## src/rtl/irq_sense_pkg.sv

```systemverilog
package irq_sense_pkg;

    // 2-bit per-pin trigger selection; encoding is decoded by the pin logic
    typedef enum logic [1:0] {
        SNS_LOW  = 2'b00,
        SNS_FALL = 2'b01,
        SNS_RISE = 2'b10,
        SNS_BOTH = 2'b11
    } sense_mode_e;

    // per-pin capture state
    typedef enum logic {
        PIN_IDLE     = 1'b0,
        PIN_CAPTURED = 1'b1
    } pin_st_e;

    // register select on the bus
    typedef enum logic [1:0] {
        REG_SENSE  = 2'd0,
        REG_STATUS = 2'd1,
        REG_ENABLE = 2'd2,
        REG_SPARE  = 2'd3
    } reg_sel_e;

    localparam int FIELD_W = 2;

endpackage

```

## src/rtl/irq_sync2.sv

```systemverilog
module irq_sync2 #(
    parameter int WIDTH     = 6,
    parameter bit RESET_VAL = 1'b1
) (
    input  logic             clk,
    input  logic             rst_n,
    input  logic [WIDTH-1:0] async_in,
    output logic [WIDTH-1:0] sync_out
);

    logic [WIDTH-1:0] meta_q;
    logic [WIDTH-1:0] stab_q;

    always_ff @(posedge clk or negedge rst_n) begin
        if (!rst_n) begin
            meta_q <= {WIDTH{RESET_VAL}};
            stab_q <= {WIDTH{RESET_VAL}};
        end else begin
            meta_q <= async_in;
            stab_q <= meta_q;
        end
    end

    assign sync_out = stab_q;

endmodule

```

## src/rtl/irq_sense_regs.sv

```systemverilog
module irq_sense_regs
    import irq_sense_pkg::*;
#(
    parameter int N_PINS = 6,
    parameter int DATA_W = 16
) (
    input  logic                        clk,
    input  logic                        rst_n,
    input  logic                        hw_standby,
    input  logic                        bus_sel,
    input  logic                        bus_wr,
    input  logic [1:0]                  bus_addr,
    input  logic [DATA_W-1:0]           bus_wdata,
    output logic [DATA_W-1:0]           bus_rdata,
    input  logic [N_PINS-1:0]           flags,
    output logic [N_PINS*FIELD_W-1:0]   sense_q,
    output logic [N_PINS-1:0]           enable_q,
    output logic [N_PINS-1:0]           clr_pulse
);

    localparam int USED_W = N_PINS * FIELD_W;

    reg_sel_e          sel;
    logic              wr_sense;
    logic              wr_status;
    logic              wr_enable;
    logic              rd_any;
    logic [DATA_W-1:0] rd_next;

    assign sel       = reg_sel_e'(bus_addr);
    assign wr_sense  = bus_sel && bus_wr && (sel == REG_SENSE);
    assign wr_status = bus_sel && bus_wr && (sel == REG_STATUS);
    assign wr_enable = bus_sel && bus_wr && (sel == REG_ENABLE);
    assign rd_any    = bus_sel && !bus_wr;

    // sense register: only the used field bits are stored
    always_ff @(posedge clk or negedge rst_n) begin
        if (!rst_n) begin
            sense_q <= '0;
        end else if (hw_standby) begin
            sense_q <= '0;
        end else if (wr_sense) begin
            sense_q <= bus_wdata[USED_W-1:0];
        end
    end

    always_ff @(posedge clk or negedge rst_n) begin
        if (!rst_n) begin
            enable_q <= '0;
        end else if (wr_enable) begin
            enable_q <= bus_wdata[N_PINS-1:0];
        end
    end

    // write-one-to-clear strobes for the per-pin capture logic
    always_comb begin
        clr_pulse = '0;
        if (wr_status) begin
            clr_pulse = bus_wdata[N_PINS-1:0];
        end
    end

    always_comb begin
        rd_next = '0;
        unique case (sel)
            REG_SENSE:  rd_next[USED_W-1:0] = sense_q;
            REG_STATUS: rd_next[N_PINS-1:0] = flags;
            REG_ENABLE: rd_next[N_PINS-1:0] = enable_q;
            REG_SPARE:  rd_next = '0;
        endcase
    end

    always_ff @(posedge clk or negedge rst_n) begin
        if (!rst_n) begin
            bus_rdata <= '0;
        end else if (rd_any) begin
            bus_rdata <= rd_next;
        end
    end

    AST_RSVD_ZERO: assert property (@(posedge clk) disable iff (!rst_n)
        (rd_any && sel == REG_SENSE) |=> (bus_rdata[DATA_W-1:USED_W] == '0));

    AST_STANDBY_CLR: assert property (@(posedge clk) disable iff (!rst_n)
        hw_standby |=> (sense_q == '0));

    AST_SPARE_ZERO: assert property (@(posedge clk) disable iff (!rst_n)
        (rd_any && sel == REG_SPARE) |=> (bus_rdata == '0));

endmodule

```

## src/rtl/irq_pin_sense.sv

```systemverilog
module irq_pin_sense
    import irq_sense_pkg::*;
(
    input  logic        clk,
    input  logic        rst_n,
    input  logic        pin_sync,
    input  sense_mode_e mode,
    input  logic        enable,
    input  logic        clr,
    output logic        flag,
    output logic        irq
);

    logic    prev_q;
    logic    fell;
    logic    rose;
    logic    edge_hit;
    logic    raw_req;
    pin_st_e st_q;
    pin_st_e st_d;

    // one-clock history of the synchronized pin (idle level is high)
    always_ff @(posedge clk or negedge rst_n) begin
        if (!rst_n) begin
            prev_q <= 1'b1;
        end else begin
            prev_q <= pin_sync;
        end
    end

    assign fell = prev_q & ~pin_sync;
    assign rose = ~prev_q & pin_sync;

    always_comb begin
        unique case (mode)
            SNS_LOW:  edge_hit = 1'b0;
            SNS_FALL: edge_hit = fell;
            SNS_RISE: edge_hit = rose;
            SNS_BOTH: edge_hit = fell | rose;
        endcase
    end

    // state register
    always_ff @(posedge clk or negedge rst_n) begin
        if (!rst_n) begin
            st_q <= PIN_IDLE;
        end else begin
            st_q <= st_d;
        end
    end

    // transitions: SET, HOLD, CLEAR (an edge beats a clear)
    always_comb begin
        st_d = st_q;
        unique case (st_q)
            PIN_IDLE: begin
                if (edge_hit) st_d = PIN_CAPTURED;
            end
            PIN_CAPTURED: begin
                if (clr && !edge_hit) st_d = PIN_IDLE;
            end
        endcase
    end

    // outputs
    always_comb begin
        flag = (st_q == PIN_CAPTURED);
        if (mode == SNS_LOW) begin
            raw_req = ~pin_sync;
        end else begin
            raw_req = flag;
        end
        irq = raw_req & enable;
    end

    AST_EDGE_SETS: assert property (@(posedge clk) disable iff (!rst_n)
        edge_hit |=> (st_q == PIN_CAPTURED));

    AST_EDGE_BEATS_CLR: assert property (@(posedge clk) disable iff (!rst_n)
        (edge_hit && clr) |=> flag);

    AST_STICKY: assert property (@(posedge clk) disable iff (!rst_n)
        (flag && !clr) |=> flag);

    AST_CLR_DROPS: assert property (@(posedge clk) disable iff (!rst_n)
        (flag && clr && !edge_hit) |=> !flag);

    AST_LEVEL_NO_FLAG: assert property (@(posedge clk) disable iff (!rst_n)
        (mode == SNS_LOW && !flag) |=> !flag);

endmodule

```

## src/rtl/irq_sense_ctrl.sv

```systemverilog
module irq_sense_ctrl
    import irq_sense_pkg::*;
#(
    parameter int N_PINS = 6,
    parameter int DATA_W = 16
) (
    input  logic              clk,
    input  logic              rst_n,
    input  logic              hw_standby,
    input  logic              bus_sel,
    input  logic              bus_wr,
    input  logic [1:0]        bus_addr,
    input  logic [DATA_W-1:0] bus_wdata,
    output logic [DATA_W-1:0] bus_rdata,
    input  logic [N_PINS-1:0] irq_pin,
    output logic [N_PINS-1:0] irq
);

    localparam int USED_W = N_PINS * FIELD_W;

    logic [N_PINS-1:0] pin_s;
    logic [N_PINS-1:0] flags;
    logic [N_PINS-1:0] enable_q;
    logic [N_PINS-1:0] clr_pulse;
    logic [USED_W-1:0] sense_q;

    irq_sync2 #(
        .WIDTH     (N_PINS),
        .RESET_VAL (1'b1)
    ) u_sync (
        .clk      (clk),
        .rst_n    (rst_n),
        .async_in (irq_pin),
        .sync_out (pin_s)
    );

    irq_sense_regs #(
        .N_PINS (N_PINS),
        .DATA_W (DATA_W)
    ) u_regs (
        .clk        (clk),
        .rst_n      (rst_n),
        .hw_standby (hw_standby),
        .bus_sel    (bus_sel),
        .bus_wr     (bus_wr),
        .bus_addr   (bus_addr),
        .bus_wdata  (bus_wdata),
        .bus_rdata  (bus_rdata),
        .flags      (flags),
        .sense_q    (sense_q),
        .enable_q   (enable_q),
        .clr_pulse  (clr_pulse)
    );

    for (genvar g = 0; g < N_PINS; g++) begin : g_pin
        sense_mode_e mode_g;
        assign mode_g = sense_mode_e'(sense_q[g*FIELD_W +: FIELD_W]);

        irq_pin_sense u_pin (
            .clk      (clk),
            .rst_n    (rst_n),
            .pin_sync (pin_s[g]),
            .mode     (mode_g),
            .enable   (enable_q[g]),
            .clr      (clr_pulse[g]),
            .flag     (flags[g]),
            .irq      (irq[g])
        );

        AST_MASKED: assert property (@(posedge clk) disable iff (!rst_n)
            !enable_q[g] |-> !irq[g]);

        AST_LEVEL_TRACK: assert property (@(posedge clk) disable iff (!rst_n)
            (mode_g == SNS_LOW && enable_q[g]) |-> (irq[g] == !pin_s[g]));
    end

endmodule

```

## config.mk

```make
export PLATFORM = sky130hd
export DESIGN_NAME = irq_sense_ctrl
export DESIGN_NICKNAME = d
export VERILOG_FILES = /design/src/rtl/irq_sense_pkg.sv /design/src/rtl/irq_sync2.sv /design/src/rtl/irq_sense_regs.sv /design/src/rtl/irq_pin_sense.sv /design/src/rtl/irq_sense_ctrl.sv
export SDC_FILE = /design/constraint.sdc
export NUM_CORES = 1
export LEC_CHECK = 0
export ABC_AREA = 1
export BUFFER_PORTS_ARGS = -buffer_cell sky130_fd_sc_hd__buf_2
export CORE_MARGIN = 1.5
export CORE_UTILIZATION = 30
export CTS_BUF_LIST = sky130_fd_sc_hd__clkbuf_2
export CTS_CLUSTER_DIAMETER = 120
export DETAILED_ROUTE_END_ITERATION = 10
export HOLD_SLACK_MARGIN = 0.02
export PLACE_DENSITY = 0.57
export SYNTH_ARGS = -nofsm -noshare
export SYNTH_HDL_FRONTEND = slang
export SYNTH_SLANG_ARGS = --single-unit
```

## constraint.sdc

```tcl
create_clock -name clk -period 3.14 [get_ports clk]
set_input_delay 0.157 -clock clk [delete_from_list [all_inputs] [get_ports clk]]
set_output_delay 0.157 -clock clk [all_outputs]
set_load 0.1 [all_outputs]
```

==> summary.md, run 1 <==
- outcome: completed
- Synth area leaders: sky130_fd_sc_hd__dfrtp_1 (34%), sky130_fd_sc_hd__dfstp_2 (18%), sky130_fd_sc_hd__nand3_1 (9.9%), sky130_fd_sc_hd__nand2_1 (9.3%), sky130_fd_sc_hd__ha_1 (5.7%)
- share of layout cells above drive strength 1: 25.1%
- highest net fanout along the worst path: 5
- # DRC: 0
- clock transition at the registers of the reported paths: 270 ps
- number of stages on the worst hold path: 3
- Syn Area/Cell: 8.82 sq um
- sort of element at the end of the critical path: output pin
- core outline area: 8340 sq um
- Data required, critical path: 2980 ps
- IR Drop Worst-Case VDD: 0.000178 V
- Final GP Congestion: 0.797
- pin count of the biggest net entering global routing: 38
- area fraction in compound gates after synthesis: 6.02%
- number of inserted diodes: 0
- standby leakage power: 1.61 nW
- combinational share of power: 24.7%
- final clock skew: 17.2 ps
- number of placed instances with taps included: 429
- total number of clock tree sinks: 54
- final setup vio count: 0
- register area share after synthesis: 52.4%
- Routed Antenna Nets: 0
- RSZ-0062 raised after global routing: false
- # resized after CTS: 0
- startpoint kind of the worst setup timing path: flop
- Starting Density: 31.4%
- Final Net Count: 391
- total routed wirelength: 5590 microns
- number of filler cells placed in the layout: 900
- xor and xnor fraction of the mapped netlist area: 0%
- Max-cap violations: 0
- sequential fraction of design power: 52.3%
- path type of the worst min-delay path: in2reg
- floorplan die height: 96.5 microns
- total number of yosys warnings: 0
- largest family of logic cells by synthesized area: simple AND/OR/NAND/NOR gates
- vias post-DR: 2037
- part of the power in the clock network: 23.0%
- number of cells in the finished layout apart from fillers: 456
- Simple-Gate Fraction of Synth Area: 26.7%
- number of buffers created by CTS: 5
- fraction of power spent switching nets: 36.2%
- gate count of the mapped netlist: 297
- Max-Slew Margin vs Limit: 50.5%
- layout overhead on the synthesized area: 18.4%
- type of the worst setup path: reg2out
- via/cell ratio: 4.47
- Pwr per Cell Area: 502 nW/um^2
- fmax: 0.498 GHz
- number of distinct library cells after synthesis: 22
- number of buffers added to fix hold violations after cts: 19
- Setup TNS Final: 0 ps
- mapped cell area: 2620 sq um
- aggregate global routing overflow: 0
- global router's overall resource usage: 13.2%
- horizontal die dimension: 96.5 microns
- half-perimeter wire length after detailed placement: 3860 microns
- measured slew at the worst slew-check pin: 742 ps
- clock latency reported for the late side of the worst-skew pair: 440 ps
- Power Internal: 0.994 mW
- standard-cell rows: 33
- number of setup buffers added after CTS: 0
- # IOs: 51
- Tcrit/Tclk final: 63.9%
- number of antenna violations at the first check in global routing: 0
- arrival time reported for the critical path endpoint: 1850 ps
- count of state elements after synthesis: 54
- clock tree from TritonCTS: built
- Final min period: 2010 ps
- Port Buffer Count: 42
- final slew viol count: 0
- global-route wire length before repair: 9350 microns
- multiplexer share of the synthesized area: 0%
- number of global-route vias before repair: 2021
- share of Yosys cell area claimed by the top area cell type: 34.4%
- Max clock buf depth: 2
- arithmetic-cell share of the synthesized area counting full adders, half adders and majority gates: 5.73%
- drt first-iter violations: 114
- final routed wire length divided by cell count: 12.3 microns
- Hold Fails Final Rpt: 0
- area enclosed by the die boundary: 9300 sq um
- CTS H-tree lvls: 2
- net load switching power: 0.564 mW
- number of cells on the worst reg-to-reg path: 5
- top cell type by total area after synthesis: sky130_fd_sc_hd__dfrtp_1
- clock root buffer: sky130_fd_sc_hd__clkbuf_2
- detailed-routing iteration count for the pre-antenna-repair pass: 4
final cells by class:
| class | count | area (sq um) | share of cell area (%) |
|---|---|---|---|
| multi-input cells | 201 | 1020 | 33.0 |
| clock buffers | 6 | 30.0 | 0.968 |
| flip-flops and latches | 54 | 1370 | 44.3 |
| repair buffers | 62 | 408 | 13.1 |
| inverters | 26 | 98.8 | 3.19 |
| well taps | 105 | 131 | 4.23 |
| clock inverters | 2 | 37.5 | 1.21 |
power groups by stage:
stage / Combinational, mW / Sequential (mW) / Clock, mW
after CTS: 0.389 / 0.815 / 0.376
after global placement: 0.366 / 0.824 / 0
after detailed placement: 0.370 / 0.826 / 0
after floorplan: 0.220 / 0.903 / 0
after global routing: 0.417 / 0.823 / 0.395
final: 0.384 / 0.814 / 0.359
per-stage QoR:
stage	setup slack (ps)	util, %	total power [mW]	instance area [sq um]	hold WS (ps)
after floorplan	1890	-	1.12	2630	-139
after global placement	1650	34.1	1.19	2850	117
after detailed placement	1650	34.1	1.20	2850	116
after CTS	1080	37.2	1.58	3100	42.6
after global routing	967	37.2	1.63	3100	41.6
final	1130	37.2	1.56	3100	66.8
sequential cells by signal, summed over array words and instances (netlist names):
name                count
u_regs.enable_q         6
g_pin.u_pin.flag        6
u_sync.meta_q           6
u_sync.sync_out         6
u_regs.bus_rdata       12
g_pin.u_pin.prev_q      6
u_regs.sense_q         12
final timing paths:
check / start / to / slack, ps
setup / recovery: u_regs.sense_q[5]$_DFFE_PN0P_ / irq[2] / 1130
hold / removal: bus_wr / u_regs.bus_rdata[9]$_DFFE_PN0P_ / 70
setup reg to reg: u_sync.sync_out[4]$_DFF_PN1_ / g_pin[4].u_pin.flag$_DFF_PN0_ / 1850
hold reg to reg: u_sync.meta_q[0]$_DFF_PN1_ / u_sync.sync_out[0]$_DFF_PN1_ / 360
max in group asynchronous: rst_n / g_pin[5].u_pin.prev_q$_DFF_PN1_ / 2180
min in group asynchronous: rst_n / u_regs.sense_q[2]$_DFFE_PN0P_ / 140
cell usage after synthesis:
cell type	count
sky130_fd_sc_hd__dfrtp_1	36
sky130_fd_sc_hd__o211ai_1	2
sky130_fd_sc_hd__nand3_1	52
sky130_fd_sc_hd__o21ai_2	6
sky130_fd_sc_hd__nand2_2	2
sky130_fd_sc_hd__or2_2	4
sky130_fd_sc_hd__nand2_1	65
sky130_fd_sc_hd__dfstp_2	18
sky130_fd_sc_hd__inv_2	2
sky130_fd_sc_hd__clkinv_2	1
sky130_fd_sc_hd__nor2_4	2
sky130_fd_sc_hd__inv_1	23
sky130_fd_sc_hd__ha_1	12
sky130_fd_sc_hd__nor2_1	32
sky130_fd_sc_hd__buf_6	2
sky130_fd_sc_hd__o21ai_0	12
sky130_fd_sc_hd__a21oi_1	6
sky130_fd_sc_hd__nand3_2	1
sky130_fd_sc_hd__buf_2	6
sky130_fd_sc_hd__nor2_2	1
sky130_fd_sc_hd__buf_4	11
sky130_fd_sc_hd__conb_1	1
cell usage in the layout, fill, tap and decap left out, types with 4 or more instances in the layout:
master	instances
sky130_fd_sc_hd__clkbuf_2	6
sky130_fd_sc_hd__or2_2	4
sky130_fd_sc_hd__a21oi_1	6
sky130_fd_sc_hd__nor2_1	32
sky130_fd_sc_hd__nand2_1	65
sky130_fd_sc_hd__nand3_1	52
sky130_fd_sc_hd__inv_1	23
sky130_fd_sc_hd__o21ai_2	6
sky130_fd_sc_hd__dlygate4sd3_1	19
sky130_fd_sc_hd__buf_2	42
sky130_fd_sc_hd__ha_1	12
sky130_fd_sc_hd__dfstp_2	18
sky130_fd_sc_hd__o21ai_0	12
sky130_fd_sc_hd__dfrtp_1	36
sky130_fd_sc_hd__conb_1	4
cell families (layout without fill, tap and decap cells):
kind of cell    after synthesis  after routing
buf+inv                      45             96
compound gates               26             26
flops                        54             54
fa+ha+maj                    12             12
simple gates                159            159
other cells                   1              4
worst max-delay path, stage by stage (launching register included):
cell,delay [ps]
sky130_fd_sc_hd__dfrtp_1,510
sky130_fd_sc_hd__nor2_1,190
sky130_fd_sc_hd__o21ai_0,100
sky130_fd_sc_hd__a21oi_1,160
sky130_fd_sc_hd__buf_2,450
routing by layer:
metal | vias up | share of wire [%] | GRT usage [%]
li1 | 1046 | - | -
met1 | 942 | 48 | 18.0
met2 | 44 | 45 | 20.9
met3 | 5 | 5.6 | 2.97
met4 | 0 | 1.1 | 3.86
met5 | - | 0 | 0
Power figures use the tool's default switching activity.
==> inputs of run 2 (changes only) <==
--- a/config.mk
+++ b/config.mk
@@ -13,7 +13,7 @@
 export CTS_CLUSTER_DIAMETER = 120
 export DETAILED_ROUTE_END_ITERATION = 10
 export HOLD_SLACK_MARGIN = 0.02
-export PLACE_DENSITY = 0.57
+export PLACE_DENSITY = 0.58
 export SYNTH_ARGS = -nofsm -noshare
 export SYNTH_HDL_FRONTEND = slang
 export SYNTH_SLANG_ARGS = --single-unit
==> constraint.sdc (replaced) <==
create_clock -name clk -period 1.7 [get_ports clk]
set_input_delay 0.085 -clock clk [delete_from_list [all_inputs] [get_ports clk]]
set_output_delay 0.085 -clock clk [all_outputs]
set_load 0.1 [all_outputs]
==> run 2 against run 1 <==
Net effect: hold slack got worse by 2.0 ps; sequential cell count stayed put; die area did not move; sequential power is 87% higher; setup slack got worse by 1100 ps; clock power up 94%; clock-buffer cell count decreased by 1; final cell count increased by 4.8%; clock skew up 15 ps; critical path type unchanged; critical endpoint is now irq[3].
==> summary.md, run 2 (same netlist as run 1, synthesis figures left out) <==
- outcome: completed
- Final GP Congestion: 0.756, -5.2%
- Setup TNS Final: 0 ps, unchanged
- CTS H-tree lvls: 2, unchanged
- path type of the worst min-delay path: in2reg
- Pwr per Cell Area: 881 nW/um^2, +75%
- clock transition at the registers of the reported paths: 300 ps, +30 ps
- Final Net Count: 413, +5.6%
- total routed wirelength: 5930 microns, +6.2%
- Port Buffer Count: 42, unchanged
- standby leakage power: 1.77 nW, +9.6%
- floorplan die height: 96.5 microns, unchanged
- clock tree from TritonCTS: built
- pin count of the biggest net entering global routing: 55, +45%
- Hold Fails Final Rpt: 0, unchanged
- number of antenna violations at the first check in global routing: 0, unchanged
- number of global-route vias before repair: 2039, +0.89%
- half-perimeter wire length after detailed placement: 3840 microns, -0.52%
- Final min period: 1660 ps
- final setup vio count: 0, unchanged
- share of layout cells above drive strength 1: 33.8%, +8.7 points
- vias post-DR: 2136, +4.9%
- Max clock buf depth: 2, unchanged
- number of filler cells placed in the layout: 843, -6.3%
- R2R Setup Slk: 380 ps, -1470 ps
- # IOs: 51, unchanged
- highest-count cells in the layout ignoring fill and taps: sky130_fd_sc_hd__nand2_1 (65), sky130_fd_sc_hd__nand3_1 (52), sky130_fd_sc_hd__buf_2 (36)
- area enclosed by the die boundary: 9300 sq um, unchanged
- core outline area: 8340 sq um, unchanged
- final routed wire length divided by cell count: 12.4 microns, +1.3%
- commonest non-fill, non-tap cell in the layout: sky130_fd_sc_hd__nand2_1
- RSZ-0062 raised after global routing: true
- type of the worst setup path: reg2out
- Max-cap violations: 0, unchanged
- Data required, critical path: 1620 ps, -1360 ps
- Starting Density: 31.4%, unchanged
- drt first-iter violations: 101, -11%
- # DRC: 0, unchanged
- final slew viol count: 0, unchanged
- via/cell ratio: 4.47, about the same
- startpoint kind of the worst setup timing path: flop
- detailed-routing iteration count for the pre-antenna-repair pass: 4, unchanged
- arrival time reported for the critical path endpoint: 1570 ps, -280 ps
- total number of clock tree sinks: 54, unchanged
- fmax: 0.603 GHz
- clock root buffer: sky130_fd_sc_hd__clkbuf_2
- horizontal die dimension: 96.5 microns, unchanged
- layout overhead on the synthesized area: 31.8%
- largest registers: u_regs.bus_rdata x12, u_regs.sense_q x12
- sort of element at the end of the critical path: output pin
- Tcrit/Tclk final: 97.5%
- IR Drop Worst-Case VDD: 0.000398 V, +120%
- Routed Antenna Nets: 0, unchanged
- number of buffers created by CTS: 5, unchanged
- clock latency reported for the late side of the worst-skew pair: 480 ps, +40 ps
- global-route wire length before repair: 9760 microns, +4.4%
- total power consumption of the routed design: 3.04 mW, +95%
- aggregate global routing overflow: 0, unchanged
- global router's overall resource usage: 13.7%, +0.53 points
- standard-cell rows: 33, unchanged
- final clock skew: 31.8 ps, +14.6 ps
- number of inserted diodes: 0, unchanged
- highest net fanout along the worst path: 2, -3
==> run 2: cell count changes in the layout (fill, tap and decap cells not counted), moves of 3 or more <==
| cell | change |
|---|---|
| sky130_fd_sc_hd__o21ai_0 | -6 |
| sky130_fd_sc_hd__a21oi_1 | -6 |
| sky130_fd_sc_hd__nor2_4 | +3 |
| sky130_fd_sc_hd__buf_12 | +7 |
| sky130_fd_sc_hd__o21ai_2 | +5 |
| sky130_fd_sc_hd__a21oi_2 | +6 |
| sky130_fd_sc_hd__nor2_1 | -6 |
| sky130_fd_sc_hd__buf_2 | -6 |
| sky130_fd_sc_hd__nor2_2 | +3 |
| sky130_fd_sc_hd__buf_4 | +19 |
==> run 2: final cells by class <==
type / instances / area, sq um / share of cell area (%)
clock buffers: 5 / 25.0 / 0.725
clock inverters: 3 / 47.5 / 1.38
inverters: 26 / 98.8 / 2.86
multi-input cells: 201 / 1090 / 31.7
flip-flops and latches: 54 / 1380 / 39.8
well taps: 105 / 131 / 3.80
repair buffers: 84 / 681 / 19.7
==> run 2: critical path, cell delays in order (launching register included) <==
cell and delay (ps):
sky130_fd_sc_hd__dfrtp_1 470, sky130_fd_sc_hd__nor2_2 160, sky130_fd_sc_hd__o21ai_2 70, sky130_fd_sc_hd__a21oi_2 180
sky130_fd_sc_hd__buf_12 200
==> run 2: through the flow <==
step / instance area (sq um) / util, % / instances / hold WS (ps) / setup WS [ps]
4_1_cts: 3360 / 40.3 / 474 / 40.3 / -45.9
2_1_floorplan: 2630 / - / 300 / -211 / 449
3_3_place_gp: 2950 / 35.3 / 433 / 107 / 391
5_1_grt: 3450 / 41.4 / 478 / 23.0 / -63.1
6_report: 3450 / 41.4 / 478 / 64.8 / 42.8
3_5_place_dp: 2950 / 35.3 / 433 / 110 / 366
==> run 2: power breakdown <==
part           switching (mW)  internal (mW)  total [mW]  leakage, nW
Combinational           0.575          0.256       0.831         1.06
Clock                   0.435          0.260       0.695       0.0440
Sequential             0.0995           1.42        1.52        0.658
Total                    1.11           1.93        3.04         1.77
==> run 2: final timing paths <==
| path | start | endpoint | cells past startpoint |
|---|---|---|---|
| max | u_regs.sense_q[7]$_DFFE_PN0P_ | irq[3] | 4 |
| min | bus_addr[1] | u_regs.bus_rdata[5]$_DFFE_PN0P_ | 5 |
| max reg2reg | u_sync.sync_out[4]$_DFF_PN1_ | g_pin[4].u_pin.flag$_DFF_PN0_ | 5 |
| min reg2reg | u_sync.meta_q[0]$_DFF_PN1_ | u_sync.sync_out[0]$_DFF_PN1_ | 0 |
| max in group asynchronous | rst_n | g_pin[3].u_pin.prev_q$_DFF_PN1_ | 3 |
| min in group asynchronous | rst_n | u_regs.bus_rdata[4]$_DFFE_PN0P_ | 3 |
==> run 2: layer usage <==
metal | wire length [microns] | vias to the layer above | part of all wire [%] | track usage [%]
met4 | 68 | 0 | 1.1 | 3.99
met1 | 2830 | 998 | 48 | 18.9
met3 | 347 | 8 | 5.9 | 3.44
met5 | 0 | - | 0 | 0
li1 | - | 1084 | - | -
met2 | 2680 | 46 | 45 | 21.3
==> run 2: timing repair <==
action                     CTS  global route
pin swaps                    3             6
gates cloned                 0             0
hold endpoints to repair    91             0
hold buffers                21             0
buffers inserted            12             4
setup endpoints to repair    6             6
gates resized for setup     12            23
==> inputs of run 3 (changes only) <==
--- a/config.mk
+++ b/config.mk
@@ -11,9 +11,11 @@
 export CORE_UTILIZATION = 30
 export CTS_BUF_LIST = sky130_fd_sc_hd__clkbuf_2
 export CTS_CLUSTER_DIAMETER = 120
+export CTS_CLUSTER_SIZE = 16
 export DETAILED_ROUTE_END_ITERATION = 10
 export HOLD_SLACK_MARGIN = 0.02
 export PLACE_DENSITY = 0.58
 export SYNTH_ARGS = -nofsm -noshare
 export SYNTH_HDL_FRONTEND = slang
+export SYNTH_HIERARCHICAL = 1
 export SYNTH_SLANG_ARGS = --single-unit
==> run 3 against run 2 <==
Net effect: final area decreased by 2.6%; largest cell class unchanged; clock power decreased by 28%; synthesized area increased by 4.5%; highest routed layer unchanged; non-clock buffer count decreased by 16; final cell count increased by 4.6%; sequential cell count unchanged.
==> summary.md, run 3 <==
- share of Yosys cell area claimed by the top area cell type: 32.9%, -1.5 points
- # IOs: 51, unchanged
- total number of clock tree sinks: 54, unchanged
- floorplan die height: 98.6 microns, +2.2%
- Synth area leaders: sky130_fd_sc_hd__dfrtp_1 (33%), sky130_fd_sc_hd__dfstp_2 (17%), sky130_fd_sc_hd__nand2_1 (10%), sky130_fd_sc_hd__nand3_1 (10%), sky130_fd_sc_hd__inv_1 (6.2%)
- via/cell ratio: 4.45, -0.42%
- fmax: 0.644 GHz, +6.8%
- Max-cap violations: 0, unchanged
- pin count of the biggest net entering global routing: 35, -36%
- largest family of logic cells by synthesized area: simple AND/OR/NAND/NOR gates
- launch instance of the worst register-to-register path: u_sync/sync_out[4]$_DFF_PN1_
- share of layout cells above drive strength 1: 29.1%, -4.7 points
- total area of multi-input combinational cells: 1090 sq um, -0.11%
- CTS H-tree lvls: 2, unchanged
- number of buffers created by CTS: 5, unchanged
- horizontal die dimension: 98.6 microns, +2.2%
- number of stages on the worst hold path: 4, -1
- capturing point of the worst reg2reg path: g_pin[4].u_pin/flag$_DFF_PN0_
- Final GP Congestion: 0.785, +3.8%
- mapped cell area: 2740 sq um, +4.5%
- IR Drop Worst-Case VDD: 0.000342 V, -14%
- number of distinct library cells after synthesis: 21, -4.5%
- largest registers: u_regs/bus_rdata x12, u_regs/sense_q x12
- Final min period: 1550 ps, -105 ps
- layout overhead on the synthesized area: 22.7%
- launch point of the worst hold path: bus_sel
- final routed wire length divided by cell count: 11.9 microns, -4.1%
- number of filler cells placed in the layout: 903, +7.1%
- sort of element at the end of the critical path: output pin
- Starting Density: 31.3%, -0.16 points
- Setup TNS Final: 0 ps, unchanged
- drt first-iter violations: 77, -24%
- total number of yosys warnings: 6, +6
- worst stage delay on the critical path: 480 ps, about the same
- detailed-routing iteration count for the pre-antenna-repair pass: 5, +1
- count of state elements after synthesis: 54, unchanged
- multiplexer share of the synthesized area: 0%, unchanged
- standard-cell rows: 34, +3.0%
- clock transition at the registers of the reported paths: 250 ps, -50 ps
- most repeated cell in the gate-level netlist after synthesis: sky130_fd_sc_hd__nand2_1
- Simple-Gate Fraction of Synth Area: 29.2%, +2.5 points
- final slew viol count: 0, unchanged
- arrival time reported for the critical path endpoint: 1470 ps, -100 ps
- post-route met1 wirelength: 2920 microns, +3.1%
- met3 WL: 346 microns, -0.29%
- top post-synthesis cells by count: sky130_fd_sc_hd__nand2_1 (74), sky130_fd_sc_hd__nand3_1 (55), sky130_fd_sc_hd__inv_1 (45)
- total routed wirelength: 5950 microns, +0.35%
- most common flop cell mapped by yosys: sky130_fd_sc_hd__dfrtp_1
- worst min-delay path endpoint: u_regs/bus_rdata[8]$_DFFE_PN0P_
- detailed-routed wire length on met2: 2650 microns, -1.3%
- gate count of the mapped netlist: 326, +9.8%
- path type of the worst min-delay path: in2reg
- total power consumption of the routed design: 2.83 mW, -6.9%
- number of global-route vias before repair: 2126, +4.3%
- Final Net Count: 432, +4.6%
- clock root buffer: sky130_fd_sc_hd__clkbuf_2
- top cell type by total area after synthesis: sky130_fd_sc_hd__dfrtp_1
- Port Buffer Count: 42, unchanged
- measured slew at the worst slew-check pin: 522 ps
- Tcrit/Tclk final: 91.3%, -6.2 points
- Routed Antenna Nets: 0, unchanged
- summed area of non-filler cells in the final layout: 3360 sq um, -2.6%
- share of synthesized registers carrying an async set or reset: 100%, unchanged
- core outline area: 8760 sq um, +5.1%
- arithmetic-cell share of the synthesized area counting full adders, half adders and majority gates: 5.48%, -0.25 points
- Hold Fails Final Rpt: 0, unchanged
- highest-count cells in the layout ignoring fill and taps: sky130_fd_sc_hd__nand2_1 (74), sky130_fd_sc_hd__nand3_1 (55), sky130_fd_sc_hd__inv_1 (45)
- RSZ-0062 raised after global routing: false
- worst path cell trace: inv_1 > a21oi_1 > nor2_2 > buf_6
- total placed instance area: 3050 sq um, +3.5%
- aggregate global routing overflow: 0, unchanged
- R2R Setup Slk: 480 ps, +100 ps
- Syn Area/Cell: 8.40 sq um, -4.8%
- Placement Setup Slack: 377 ps, +11.3 ps
- highest net fanout along the worst path: 4, +2
- global-route wire length before repair: 10000 microns, +2.8%
- standby leakage power: 1.79 nW, +1.4%
- worst setup margin: 148 ps, +105 ps
- final clock skew: 6.71 ps, -25.1 ps
- area enclosed by the die boundary: 9710 sq um, +4.4%
- # DRC: 0, unchanged
- Crit-path slowest cell: sky130_fd_sc_hd__dfrtp_1
- half-perimeter wire length after detailed placement: 4170 microns, +8.4%
- startpoint kind of the worst setup timing path: flop
- Pwr per Cell Area: 842 nW/um^2, -4.3%
- Post-synth EDFFs: 0, unchanged
- Max clock buf depth: 2, unchanged
- number of cells on the worst reg-to-reg path: 5, unchanged
- topmost layer with routed signal wires: met4
- clock tree from TritonCTS: built
- xor and xnor fraction of the mapped netlist area: 0%, unchanged
- type of the worst setup path: reg2out
- vias post-DR: 2225, +4.2%
- outcome: completed
- area fraction in compound gates after synthesis: 4.11%, -1.9 points
- number of antenna violations at the first check in global routing: 0, unchanged
- number of inserted diodes: 0, unchanged
- Data required, critical path: 1620 ps, about the same
- Sequential Area: 1380 sq um, +0.27%
- global router's overall resource usage: 12.7%, -0.99 points
- clock latency reported for the late side of the worst-skew pair: 410 ps, -70 ps
- register area share after synthesis: 50.2%, -2.3 points
- commonest non-fill, non-tap cell in the layout: sky130_fd_sc_hd__nand2_1
- final setup vio count: 0, unchanged
- Max-Slew Margin vs Limit: 65.2%
run 3: changes by cell type in the layout (fill, tap and decap cells not counted), sizes merged, moves of 4 or more:
| cell | delta |
|---|---|
| o21ai | -6 |
| buf | -15 |
| nand2 | +13 |
| nand3 | +9 |
| or2 | -4 |
| inv | +26 |
run 3: how the worst max path moves through the flow:
stage | start | end | slack (ps) | cells after the start
2_1_floorplan | u_regs/sense_q[7]$_DFFE_PN0P_ | irq[3] | 260 | 3
3_3_place_gp | bus_addr[1] | g_pin[4].u_pin/flag$_DFF_PN0_ | 360 | 9
3_5_place_dp | bus_addr[1] | g_pin[5].u_pin/flag$_DFF_PN0_ | 380 | 9
4_1_cts | u_regs/sense_q[4]$_DFFE_PN0P_ | irq[2] | 30 | 4
5_1_grt | u_regs/sense_q[1]$_DFFE_PN0P_ | irq[0] | 4 | 4
6_report | u_regs/sense_q[9]$_DFFE_PN0P_ | irq[4] | 150 | 4
run 3: routing by layer:
| metal | track usage [%] | vias up |
|---|---|---|
| met2 | 20.0 | 49 |
| li1 | - | 1134 |
| met1 | 17.5 | 1040 |
| met4 | 3.47 | 0 |
| met3 | 3.26 | 2 |
| met5 | 0 | - |
run 3: through the flow:
stage               util (%)  hold slack [ps]  cells
floorplan                  -             -211    329
global placement        34.8             88.4    469
detailed placement      34.8             94.8    469
CTS                     37.7             55.1    497
global route            38.4             65.6    500
finish                  38.4             84.5    500
run 3: cell families after synthesis:
group,Yosys count
simple gates,174
other cells,1
buf+inv,67
compound gates,18
fa+ha+maj,12
flops,54
run 3: power by group:
part,internal (mW),total [mW],switching (mW)
registers,1.42,1.52,0.0981
logic,0.227,0.812,0.584
clock network,0.121,0.502,0.381
run 3: final cells by class:
cell class | instances | share of cell area [%]
flip-flops and latches | 54 | 41.0
repair buffers | 68 | 15.2
well taps | 108 | 4.02
multi-input cells | 208 | 32.5
clock buffers | 8 | 1.19
inverters | 54 | 6.07
run 3: timing repair:
item,CTS,global route
pin swaps,0,1
resized for setup,6,11
setup endpoints to repair,6,6
hold buffers,20,0
hold endpoints to repair,74,0
buffers inserted,0,3
run 3: critical path: cells and delay by family, from the launching register on:
family	cells	cell delay, ps
and+or+nand+nor	1	140
AOI/OAI and AO/OA	1	90
buffers and inverters	2	360
DFF	1	480
